### config.mk
export PLATFORM = sky130hd
export DESIGN_NAME = nfd_bus_decoder
export DESIGN_NICKNAME = d
export VERILOG_FILES = /design/src/rtl/nfd_pkg.sv /design/src/rtl/nfd_sync.sv /design/src/rtl/nfd_deglitch.sv /design/src/rtl/nfd_wr_path.sv /design/src/rtl/nfd_rd_path.sv /design/src/rtl/nfd_bus_decoder.sv
export SDC_FILE = /design/constraint.sdc
export NUM_CORES = 1
export LEC_CHECK = 0
export BUFFER_PORTS_ARGS = -buffer_cell sky130_fd_sc_hd__buf_4
export CORE_ASPECT_RATIO = 0.5
export CORE_UTILIZATION = 50
export CTS_BUF_LIST = sky130_fd_sc_hd__clkbuf_16
export DETAILED_ROUTE_END_ITERATION = 8
export GPL_ROUTABILITY_DRIVEN = 1
export PLACE_DENSITY = 0.7
export SLEW_MARGIN = 20
export SYNTH_ARGS = -nofsm -noshare
export SYNTH_HDL_FRONTEND = slang
export SYNTH_SLANG_ARGS = --single-unit
### constraint.sdc
create_clock -name clk -period 4.6 [get_ports clk]
set_clock_uncertainty 0.1 [all_clocks]
set_input_delay 0.92 -clock clk [delete_from_list [all_inputs] [get_ports clk]]
set_output_delay 0.92 -clock clk [all_outputs]
set_load 0.02 [all_outputs]
### src/rtl/nfd_pkg.sv
`timescale 1ns/1ps
package nfd_pkg;

  // Kind of write-side bus cycle
  typedef enum logic [1:0] {
    CYC_NONE = 2'd0,
    CYC_CMD  = 2'd1,
    CYC_ADDR = 2'd2,
    CYC_DIN  = 2'd3
  } nfd_cyc_e;

  // Control pins captured ahead of a write-strobe rising edge
  typedef struct packed {
    logic sel_n;
    logic cmd_lat;
    logic adr_lat;
    logic rd_n;
  } nfd_ctl_t;

  localparam nfd_ctl_t NFD_CTL_IDLE = '{sel_n: 1'b1, cmd_lat: 1'b0, adr_lat: 1'b0, rd_n: 1'b1};

  // Deselected, both latches high or read strobe low: discarded
  function automatic nfd_cyc_e nfd_classify(input nfd_ctl_t c);
    nfd_cyc_e k;
    if (c.sel_n || !c.rd_n || (c.cmd_lat && c.adr_lat)) k = CYC_NONE;
    else if (c.cmd_lat)                                 k = CYC_CMD;
    else if (c.adr_lat)                                 k = CYC_ADDR;
    else                                                k = CYC_DIN;
    return k;
  endfunction

endpackage

### src/rtl/nfd_sync.sv
`timescale 1ns/1ps
module nfd_sync #(
  parameter int           W       = 1,
  parameter int           STAGES  = 2,
  parameter logic [W-1:0] RST_VAL = '0
) (
  input  logic         clk,
  input  logic         rst,
  input  logic [W-1:0] d,
  output logic [W-1:0] q
);

  logic [W-1:0] stg [STAGES];

  always_ff @(posedge clk) begin
    if (rst) begin
      for (int i = 0; i < STAGES; i++) stg[i] <= RST_VAL;
    end else begin
      stg[0] <= d;
      for (int i = 1; i < STAGES; i++) stg[i] <= stg[i-1];
    end
  end

  assign q = stg[STAGES-1];

endmodule

### src/rtl/nfd_deglitch.sv
`timescale 1ns/1ps
module nfd_deglitch #(
  parameter int FILT_CYC = 2
) (
  input  logic clk,
  input  logic rst,
  input  logic raw,
  output logic lvl,
  output logic rise
);

  localparam int CW = (FILT_CYC > 1) ? $clog2(FILT_CYC) : 1;
  localparam logic [CW-1:0] LIMIT = CW'(FILT_CYC - 1);

  logic [CW-1:0] cnt;

  // Level follows raw only after FILT_CYC consecutive disagreeing samples
  always_ff @(posedge clk) begin
    if (rst) begin
      lvl  <= 1'b1;
      cnt  <= '0;
      rise <= 1'b0;
    end else begin
      rise <= 1'b0;
      if (raw == lvl) begin
        cnt <= '0;
      end else if (cnt == LIMIT) begin
        lvl  <= raw;
        cnt  <= '0;
        rise <= raw;
      end else begin
        cnt <= cnt + 1'b1;
      end
    end
  end

endmodule

### src/rtl/nfd_wr_path.sv
`timescale 1ns/1ps
module nfd_wr_path
  import nfd_pkg::*;
#(
  parameter int DATA_W     = 8,
  parameter int ADDR_BYTES = 5,
  localparam int AW        = ADDR_BYTES * DATA_W,
  localparam int IW        = (ADDR_BYTES > 1) ? $clog2(ADDR_BYTES) : 1
) (
  input  logic              clk,
  input  logic              rst,
  input  logic              we_rise,
  input  nfd_ctl_t          ctl,
  input  logic [DATA_W-1:0] dq,
  output logic              cmd_stb,
  output logic [DATA_W-1:0] cmd_code,
  output logic              addr_stb,
  output logic [AW-1:0]     addr_word,
  output logic              wr_stb,
  output logic [DATA_W-1:0] wr_byte,
  output logic [IW-1:0]     addr_idx
);

  localparam logic [IW-1:0] LAST = IW'(ADDR_BYTES - 1);

  nfd_cyc_e     kind;
  logic [AW-1:0] asm_q;
  logic [AW-1:0] asm_nx;

  assign kind = nfd_classify(ctl);

  // Byte lanes fill from the top and shift down, so the first byte ends low
  generate
    if (ADDR_BYTES > 1) begin : g_multi
      assign asm_nx = {dq, asm_q[AW-1:DATA_W]};
    end else begin : g_single
      assign asm_nx = dq;
    end
  endgenerate

  always_ff @(posedge clk) begin
    if (rst) begin
      cmd_stb   <= 1'b0;
      cmd_code  <= '0;
      addr_stb  <= 1'b0;
      addr_word <= '0;
      wr_stb    <= 1'b0;
      wr_byte   <= '0;
      addr_idx  <= '0;
      asm_q     <= '0;
    end else begin
      cmd_stb  <= 1'b0;
      addr_stb <= 1'b0;
      wr_stb   <= 1'b0;
      if (we_rise) begin
        unique case (kind)
          CYC_CMD: begin
            cmd_stb  <= 1'b1;
            cmd_code <= dq;
            addr_idx <= '0;
          end
          CYC_ADDR: begin
            asm_q <= asm_nx;
            if (addr_idx == LAST) begin
              addr_stb  <= 1'b1;
              addr_word <= asm_nx;
              addr_idx  <= '0;
            end else begin
              addr_idx <= addr_idx + 1'b1;
            end
          end
          CYC_DIN: begin
            wr_stb  <= 1'b1;
            wr_byte <= dq;
          end
          default: ;
        endcase
      end
    end
  end

endmodule

### src/rtl/nfd_rd_path.sv
`timescale 1ns/1ps
module nfd_rd_path #(
  parameter int DATA_W = 8
) (
  input  logic              clk,
  input  logic              rst,
  input  logic              re_rise,
  input  logic              re_lvl,
  input  logic              we_lvl,
  input  logic              sel_n,
  input  logic              cmd_lat,
  input  logic              adr_lat,
  input  logic [DATA_W-1:0] rd_byte,
  output logic [DATA_W-1:0] dq_o,
  output logic              dq_oe,
  output logic              rd_adv
);

  logic rd_state;

  assign rd_state = !sel_n && !cmd_lat && !adr_lat && we_lvl;

  always_ff @(posedge clk) begin
    if (rst) begin
      dq_o   <= '0;
      dq_oe  <= 1'b0;
      rd_adv <= 1'b0;
    end else begin
      dq_oe  <= rd_state && !re_lvl;
      // Advance only for a pulse whose byte was actually driven
      rd_adv <= re_rise && dq_oe;
      // Output byte frozen while driving, tracks the source otherwise
      if (!dq_oe) dq_o <= rd_byte;
    end
  end

endmodule

### src/rtl/nfd_bus_decoder.sv
`timescale 1ns/1ps
module nfd_bus_decoder
  import nfd_pkg::*;
#(
  parameter int DATA_W      = 8,
  parameter int ADDR_BYTES  = 5,
  parameter int SYNC_STAGES = 2,
  parameter int FILT_CYC    = 2
) (
  input  logic                         clk,
  input  logic                         rst,
  input  logic                         bus_sel_n,
  input  logic                         bus_cmd_lat,
  input  logic                         bus_adr_lat,
  input  logic                         bus_wr_n,
  input  logic                         bus_rd_n,
  input  logic [DATA_W-1:0]            bus_dq_i,
  output logic [DATA_W-1:0]            bus_dq_o,
  output logic                         bus_dq_oe,
  output logic                         cmd_stb,
  output logic [DATA_W-1:0]            cmd_code,
  output logic                         addr_stb,
  output logic [ADDR_BYTES*DATA_W-1:0] addr_word,
  output logic                         wr_stb,
  output logic [DATA_W-1:0]            wr_byte,
  input  logic [DATA_W-1:0]            rd_byte,
  output logic                         rd_adv
);

  localparam int SW     = DATA_W + 5;
  localparam int IW     = (ADDR_BYTES > 1) ? $clog2(ADDR_BYTES) : 1;
  localparam int NSTB   = 2;
  localparam int STB_RD = 0;
  localparam int STB_WR = 1;
  localparam logic [SW-1:0] SYNC_RST = {1'b1, 1'b1, 1'b1, 1'b0, 1'b0, {DATA_W{1'b0}}};

  logic [SW-1:0]     pins_s;
  logic              we_s, rd_s, sel_s, cmd_s, adr_s;
  logic [DATA_W-1:0] dq_s;
  logic [NSTB-1:0]   stb_raw, stb_lvl, stb_rise;
  nfd_ctl_t          snap_ctl;
  logic [DATA_W-1:0] snap_dq;
  logic [IW-1:0]     addr_idx;

  nfd_sync #(
    .W       (SW),
    .STAGES  (SYNC_STAGES),
    .RST_VAL (SYNC_RST)
  ) u_sync (
    .clk (clk),
    .rst (rst),
    .d   ({bus_wr_n, bus_rd_n, bus_sel_n, bus_cmd_lat, bus_adr_lat, bus_dq_i}),
    .q   (pins_s)
  );

  assign {we_s, rd_s, sel_s, cmd_s, adr_s, dq_s} = pins_s;

  assign stb_raw[STB_WR] = we_s;
  assign stb_raw[STB_RD] = rd_s;

  generate
    for (genvar g = 0; g < NSTB; g++) begin : g_filt
      nfd_deglitch #(.FILT_CYC(FILT_CYC)) u_filt (
        .clk  (clk),
        .rst  (rst),
        .raw  (stb_raw[g]),
        .lvl  (stb_lvl[g]),
        .rise (stb_rise[g])
      );
    end
  endgenerate

  // Hold the bus state from the last sample with the write strobe low
  always_ff @(posedge clk) begin
    if (rst) begin
      snap_ctl <= NFD_CTL_IDLE;
      snap_dq  <= '0;
    end else if (!we_s) begin
      snap_ctl <= '{sel_n: sel_s, cmd_lat: cmd_s, adr_lat: adr_s, rd_n: rd_s};
      snap_dq  <= dq_s;
    end
  end

  nfd_wr_path #(
    .DATA_W     (DATA_W),
    .ADDR_BYTES (ADDR_BYTES)
  ) u_wr (
    .clk       (clk),
    .rst       (rst),
    .we_rise   (stb_rise[STB_WR]),
    .ctl       (snap_ctl),
    .dq        (snap_dq),
    .cmd_stb   (cmd_stb),
    .cmd_code  (cmd_code),
    .addr_stb  (addr_stb),
    .addr_word (addr_word),
    .wr_stb    (wr_stb),
    .wr_byte   (wr_byte),
    .addr_idx  (addr_idx)
  );

  nfd_rd_path #(.DATA_W(DATA_W)) u_rd (
    .clk     (clk),
    .rst     (rst),
    .re_rise (stb_rise[STB_RD]),
    .re_lvl  (stb_lvl[STB_RD]),
    .we_lvl  (stb_lvl[STB_WR]),
    .sel_n   (sel_s),
    .cmd_lat (cmd_s),
    .adr_lat (adr_s),
    .rd_byte (rd_byte),
    .dq_o    (bus_dq_o),
    .dq_oe   (bus_dq_oe),
    .rd_adv  (rd_adv)
  );

endmodule

# Word level (Yosys, flattened, before mapping)
# Memory sizes are Yosys's and may differ from the RTL's.
# Index checks and enable logic that the tools add are counted.
dict set report totals {
  out_inout_bits 69
  latchBits 0
  ramBits 26
  word_cells 80
  mem_count 1
  rom_bits 0
  reg_bits 130
  in_bits 23
}
# memory words word_bits read_ports rd_ports_with_merged_regs wr line_no
set memory_table {}
lappend memory_table {u_sync.stg 2 13 2 0 2 nfd_sync.sv:13} ;# logic [W-1:0] stg [STAGES];
dict set report op_classes {
  eq_ne 6
  shift 0
  add_sub_neg 3
  order_cmp 0
  n_mux 13
  bitwise 8
  div_mod_pow 0
  mul 0
  n_reduce_logical 27
}
# op count
set ops {}
lappend ops {{$mux W13} 2}
lappend ops {{$reduce_or A3 Y1} 5}
lappend ops {{$reduce_and A2 Y1} 6}
lappend ops {{$mux W1} 7}
lappend ops {{$logic_and A1 B1 Y1} 6}
lappend ops {{$not A1 Y1} 6}
lappend ops {{$pmux W3 S2} 1}
lappend ops {{$logic_not A1 Y1} 5}
lappend ops {{$eq A2 B2 Y1 const B} 2}
lappend ops {{$mux W2} 2}
lappend ops {{$add A3 B1 Y3 const B} 1}
lappend ops {{$eq A3 B3 Y1 const B} 1}
lappend ops {{$mux W3} 1}
lappend ops {{$reduce_and A3 Y1} 1}
lappend ops {{$add A1 B1 Y1 const B} 2}
lappend ops {{$eq A1 B1 Y1} 2}
lappend ops {{$eq A2 B1 Y1 const B} 1}
lappend ops {{$logic_or A1 B1 Y1} 2}
lappend ops {{$or A1 B1 Y1} 2}
lappend ops {{$reduce_bool A2 Y1} 1}
lappend ops {{$reduce_or A2 Y1} 1}

# Longest topological paths before layout
# Gate-level depths: netlist of the first run.
dict set report logic_depth {
  ltp_word 7
  mapped_depth 9
}

# Cells and area by module
# From an unflattened synthesis of the first run, not the netlist that was laid out.
dict set report unflattened {
  hier_cells 577
  hier_area_um2 5190.0
}
# module cells_each n_inst area_each_um2
set modules_own_cells {}
lappend modules_own_cells {nfd_wr_path 423 1 3382.0}
lappend modules_own_cells {nfd_sync 67 1 804.5}
lappend modules_own_cells {nfd_bus_decoder 39 1 442.9}
lappend modules_own_cells {nfd_rd_path 32 1 357.8}
lappend modules_own_cells {nfd_deglitch 8 2 101.3}

# Worst setup path after synthesis of the first run
# OpenSTA, ideal clock, no wires.
dict set report synth_timing {
  path_type {input to register}
  from {input port rst}
  to {register u_wr.asm_q[14]}
  cell_stages 4
  t_arrival_ns 1.539
  setup_time_ns 0.132
  path_slack_ns 2.829
  required_ns 4.368
  cell_sequence {buf_2 > buf_4 > clkbuf_1 > a21oi_1}
}
# item line_no
set synth_rtl {}
lappend synth_rtl {{start: declaration} nfd_bus_decoder.sv:11} ;# input logic rst,
lappend synth_rtl {{end signal: assignment} nfd_wr_path.sv:63} ;# asm_q <= asm_nx;
lappend synth_rtl {{end: declaration} nfd_wr_path.sv:27} ;# logic [AW-1:0] asm_q;
# No word-level cell between the ends.

# Worst setup path in the final report of the first run
dict set report layout_timing {
  from {register u_rd.dq_oe}
  to {output port bus_dq_oe}
}
# item line_no
set layout_rtl {}
lappend layout_rtl {{start: declaration} nfd_rd_path.sv:15} ;# output logic dq_oe,
lappend layout_rtl {{start signal: assignment} nfd_rd_path.sv:29} ;# dq_oe <= rd_state && !re_lvl;
lappend layout_rtl {{end: declaration} nfd_bus_decoder.sv:19} ;# output logic bus_dq_oe,
# No word-level cell between the ends.

==> results of run 1 <==
[worst min-delay path by stage]
stage | from | endpoint | slack (ns) | cells after the start
6_report | u_sync.stg[0][10] | u_sync.stg[0][23] | 0.31 | 1
5_1_grt | u_sync.stg[0][11] | u_sync.stg[0][24] | 0.32 | 1
3_3_place_gp | u_sync.stg[0][10] | u_sync.stg[0][23] | 0.29 | 1
3_5_place_dp | u_sync.stg[0][10] | u_sync.stg[0][23] | 0.30 | 1
4_1_cts | u_sync.stg[0][10] | u_sync.stg[0][23] | 0.31 | 1
2_1_floorplan | u_sync.stg[0][10] | u_sync.stg[0][23] | 0.29 | 1
[power by group]
group / leakage [nW] / switching, W / internal [W]
Clock: 0.279 / 0.000520 / 0.000845
Sequential: 1.20 / 0.0000118 / 0.00130
Combinational: 0.968 / 0.0000381 / 0.0000336
Total: 2.45 / 0.000570 / 0.00218
[logic make-up after synthesis]
kind of cell | after synthesis
AND/OR/NAND/NOR | 253
flip-flops | 148
AO/OA/AOI/OAI | 96
buffers and inverters | 44
multiplexers | 18
adder cells (fa/ha/maj) | 5
XOR/XNOR | 2
[layout by cell type, fill, tap and decap left out, drive strengths merged]
master    count
nor3b         1
bufinv        3
dfxtp       148
clkinv        7
nand4         4
and4          1
nand2       167
nand3        16
nand2b        2
nor3          4
clkinvlp      4
or2           6
clkbuf       17
a211o         3
nor2         23
ha            5
or4b          1
inv           5
buf          94
and3b         1
a21oi        92
mux2i        18
nor2b        24
nor4bb        1
and2          1
nand3b        1
xnor2         2
o21ai         1
[per-stage QoR]
| step | util, % | total power (W) | hold slack, ns |
|---|---|---|---|
| 5_1_grt | 65.5 | 0.00285 | 0.320 |
| 2_1_floorplan | - | 0.00139 | 0.289 |
| 3_5_place_dp | 59.3 | 0.00141 | 0.295 |
| 3_3_place_gp | 59.3 | 0.00141 | 0.291 |
| 4_1_cts | 65.4 | 0.00277 | 0.309 |
| 6_report | 65.5 | 0.00275 | 0.308 |
[area by class of cell]
class / instances / area [µm²] / share of cell area (%)
sequential: 148 / 2960 / 46.7
multi-input combinational: 374 / 1910 / 30.0
clock buffer: 17 / 425 / 6.70
tap: 135 / 169 / 2.66
inverter: 4 / 15.0 / 0.236
clock inverter: 15 / 166 / 2.62
timing repair buffer: 94 / 706 / 11.1
[layer usage]
| layer | track usage, % | vias to the layer above | share of wire (%) |
|---|---|---|---|
| li1 | - | 1991 | - |
| met1 | 25.3 | 1795 | 48 |
| met2 | 31.8 | 72 | 47 |
| met3 | 6.27 | 9 | 4.0 |
| met4 | 9.24 | 0 | 1.0 |
| met5 | 0 | - | 0 |
[sequential cells by signal, summed over array words and instances (netlist names), 2 cells and up]
| name | cells |
|---|---|
| u_wr.addr_idx | 3 |
| u_wr.cmd_code | 8 |
| u_rd.dq_o | 8 |
| snap_ctl | 4 |
| g_filt.u_filt.cnt | 2 |
| snap_dq | 8 |
| g_filt.u_filt.lvl | 2 |
| u_sync.stg | 26 |
| u_wr.asm_q | 32 |
| u_wr.addr_word | 40 |
| g_filt.u_filt.rise | 2 |
| u_wr.wr_byte | 8 |
==> metrics.cfg, run 1 <==
[run_status]
status=finished, final reports clean

[timing]
rsz0062_at_grt=false
setup-tns-final_ns=0
relSlewSlack_pct=38.0
final_max_slew_viol_count=0
worstMarginPinSlew_ns=0.931
fin_crit_ns=2.33
fmax_mhz=429
period_share_pct=50.7
setup_viol=0
hold_viol=0
fin_ws_ns=2.27

[detailed_routing]
vias=3867
ant_nets=0
drt_pass1_iterations=4
wire_per_inst_um=12.8
drtIter0Drc=205
via_per_inst=4.91
totalWireLength_um=10100
drc=0

[logic_synthesis]
yosysMostFrequentCell=nand2_1
synth-seq-cells=148
synth_xor_area_share_pct=0.342
synth_area_leaders=dfxtp_1, nand2_1, a21oi_1
synth_compound_area_share_pct=10.6
synthCells=566
synth_top_cell_by_area=dfxtp_1
synthSimpleGateAreaFrac_pct=21.4
synthMuxAreaShare_pct=3.52
synth_top_family_by_area=simple AND/OR/NAND/NOR gates
synthArstFlopShare_pct=0
synthTopCellsByCount=nand2_1, dfxtp_1, a21oi_1
yosysTopAreaCellShare_pct=57.9
synth.distinct_cells=29
synthFlopType=dfxtp_1
syn_area_per_cell_um2=9.04
ys_seq_area_share_pct=57.9
synthAdderAreaFrac_pct=1.22
yosysWarningCount=0
synth-edff-count=0
synth.cell_area_um2=5120
syn-num-nets=594

[worst_setup_path]
cp_top_family=flip-flops
critPathMaxFanout=10
worstPathCellList=buf_4
rrSetupSlack_ns=2.52
reg2reg_to=u_wr.addr_word[18]
crit_path_end_kind=output pin
rr_startpoint=snap_ctl[3]
cp_data_required_time_ns=3.58
ff2ff_path_depth=7
crit_buf_inv=1
max_stage_delay_ns=0.66
path_depth=1
critPathKind=flop to output pin
crit_start=u_rd.dq_oe
critPathCapture=bus_dq_oe
arrival_ns=1.31
cp-start-kind=flop
crit_slowest_cell=dfxtp_1

[clock_network]
clk_path_buf_depth=2
cts_buffers=17
cts_tree=built
root_buffer=clkbuf_16
path_clk_slew_ns=0.06
cts.htree.levels=4
clock-sinks=148
post_cts_buffers=0
cts.repair.resized=0
cts_hold_buf=0
clk_latency_ns=0.41

[floorplanning]
fp.dieH_um=73.5
die_x_um=145
fp-row-count=25
die_area_um2=10700
start_util_pct=52.8
core_um2=9700
ios=92

[cells_and_area]
syn2layout_area_growth_pct=24.1
fillCellCount=862
n_antenna_cell=0
stdcell_count=787
nets=667
drive_gt1_share_pct=22.1
stdcell_area_um2=6350

[power_and_ir_drop]
p_leak_nw=2.45
power_density_nw_per_um2=433
peakVddDrop_mv=0.289

[global_routing]
grt_max_degree=100
grt_pass1_wl_um=16600
grt_pass1_vias=3523
grt_overflow=0
track_usage_pct=20.0
antenna_found_initial=0

[placement]
dp_hpwl_um=6180
placed_cells=755
gp_congestion=0.740
place_area_um2=5750
io_buffer_count=91
post-place-ws_ns=1.96

[worst_hold_path]
min_path_type=flop to flop

[run]
cap_violations=0

No activity file was read; power rests on OpenSTA's default activity.
==> run 2, diff against run 1 <==
==> constraint.sdc (replaced) <==
create_clock -name clk -period 2.3 [get_ports clk]
set_clock_uncertainty 0.1 [all_clocks]
set_input_delay 0.46 -clock clk [delete_from_list [all_inputs] [get_ports clk]]
set_output_delay 0.46 -clock clk [all_outputs]
set_load 0.02 [all_outputs]
==> metrics.cfg, run 2 (same netlist as run 1, synthesis figures left out) <==
[power_and_ir_drop]
p_seq_share_pct=47.5
internal_power_w=0.00437
p_leak_nw=2.50
swShare_pct=20.9
power_w=0.00552
pwr-share-comb_pct=2.8
peakVddDrop_mv=0.530
power_density_nw_per_um2=858
p_clk_share_pct=49.7
p_switching_w=0.00115

[global_routing]
grt_pass1_vias=3530
grt_overflow=0
antenna_found_initial=0
met3_usage_pct=6.02
track_usage_pct=19.7
grt_pass1_wl_um=16600
grt_use_met1_pct=24.8
gr-max-usage-layer=met2
met2_usage_pct=32.5
grt_max_degree=81

[timing]
fin_hold_ws_ns=0.128
setup-tns-final_ns=0
fmax_mhz=541
worstMarginPinSlew_ns=0.401
period_share_pct=80.4
final_max_slew_viol_count=0
hold_viol=0
fin_ws_ns=0.450
relSlewSlack_pct=73.3
rsz0062_at_grt=false
setup_viol=0
fin_crit_ns=1.85

[worst_setup_path]
arrival_ns=2.09
cp_data_required_time_ns=2.54
worstPathCellList=nand2b_1 -> nor2_1 -> ha_1 -> and4_1 -> buf_12 -> nand2_1 -> a21oi_1
crit_start=snap_ctl[3]
reg2reg_to=u_wr.addr_word[5]
crit_path_end_kind=flop
ff2ff_path_depth=7
cp-start-kind=flop
critPathKind=flop to flop
critPathMaxFanout=40
cp_top_family=simple AND/OR/NAND/NOR gates
rr_startpoint=snap_ctl[3]
crit_slowest_cell=ha_1
rrSetupSlack_ns=0.45
max_stage_delay_ns=0.32
crit_buf_inv=1

[placement]
gp_congestion=0.728
dp_hpwl_um=6130
io_buffer_count=91
post-place-ws_ns=0.461

[cells_and_area]
layout_commonest_cell=nand2_1
largest_reg_flops=40
regMostFlops=u_wr.addr_word
fillCellCount=838
n_antenna_cell=0
final_cell_mix=nand2_1, dfxtp_1, buf_4
reg_top3=u_wr.addr_word: 40 flops, u_wr.asm_q: 32 flops, u_sync.stg: 26 flops
drive_gt1_share_pct=22.8
nets=673
syn2layout_area_growth_pct=25.6

[floorplanning]
die_area_um2=10700
core_um2=9700
fp-row-count=25
die_x_um=145
start_util_pct=52.8
ios=92
fp.dieH_um=73.5

[detailed_routing]
drtIter0Drc=247
via_per_inst=4.81
drc=0
wire_per_inst_um=12.4
ant_nets=0
drt_pass1_iterations=4
totalWireLength_um=9870
vias=3814

[clock_network]
clk_latency_ns=0.41
cts_buffers=17
clock-sinks=148
path_clk_slew_ns=0.06
cts.repair.resized=0
post_cts_buffers=0
root_buffer=clkbuf_16
cts.htree.levels=4
cts_hold_buf=0
clk_path_buf_depth=2
cts_tree=built

[worst_hold_path]
min-delay-start=bus_rd_n
min_path_type=input port to flop
min_to=u_sync.stg[0][11]
hold-path-cell-count=2

[run]
cap_violations=0

[run_status]
status=finished, final reports clean

## run 2: cell types whose count changed in the layout (fill, tap and decap cells not counted), moves of 3 or more
cell,change
buf_12,+3
buf_4,+3
clkinv_1,-3
clkinv_2,+3
## run 2: worst max-delay path by stage
stage                         end  slack, ns  cells after the start
2_1_floorplan  u_wr.addr_word[19]       0.60                      9
3_3_place_gp   u_wr.addr_word[18]       0.53                      8
3_5_place_dp   u_wr.addr_word[18]       0.46                      7
4_1_cts         u_wr.addr_word[5]       0.43                      7
5_1_grt            u_wr.asm_q[12]       0.24                      7
6_report        u_wr.addr_word[5]       0.45                      7
## run 2: power groups by stage
stage          registers [W]  clock network [W]  logic [W]
4_1_cts              0.00262            0.00279   0.000155
3_3_place_gp         0.00268                  0   0.000152
5_1_grt              0.00262            0.00291   0.000170
6_report             0.00262            0.00274   0.000154
3_5_place_dp         0.00268                  0   0.000154
2_1_floorplan        0.00268                  0  0.0000912
## run 2: metal layers
layer / vias up / part of all wire (%) / routed length (µm)
met5: - / 0 / 0
li1: 2000 / - / -
met2: 63 / 46 / 4570
met4: 0 / 0.46 / 45
met3: 5 / 3.9 / 388
met1: 1746 / 49 / 4860
## run 2: cell type report
| type | count | area (µm²) | share of cell area (%) |
|---|---|---|---|
| clock buffer | 17 | 425 | 6.62 |
| clock inverter | 15 | 166 | 2.59 |
| inverter | 4 | 15.0 | 0.234 |
| multi-input combinational | 374 | 1900 | 29.6 |
| sequential | 148 | 2960 | 46.1 |
| tap | 135 | 169 | 2.63 |
| timing repair buffer | 100 | 788 | 12.3 |
## run 2: through the flow
step | instances | instance area, µm² | util [%]
after floorplan | 566 | 5120 | -
after global placement | 761 | 5840 | 60.2
after detailed placement | 761 | 5840 | 60.2
after CTS | 793 | 6430 | 66.3
after global routing | 793 | 6430 | 66.3
final | 793 | 6430 | 66.3
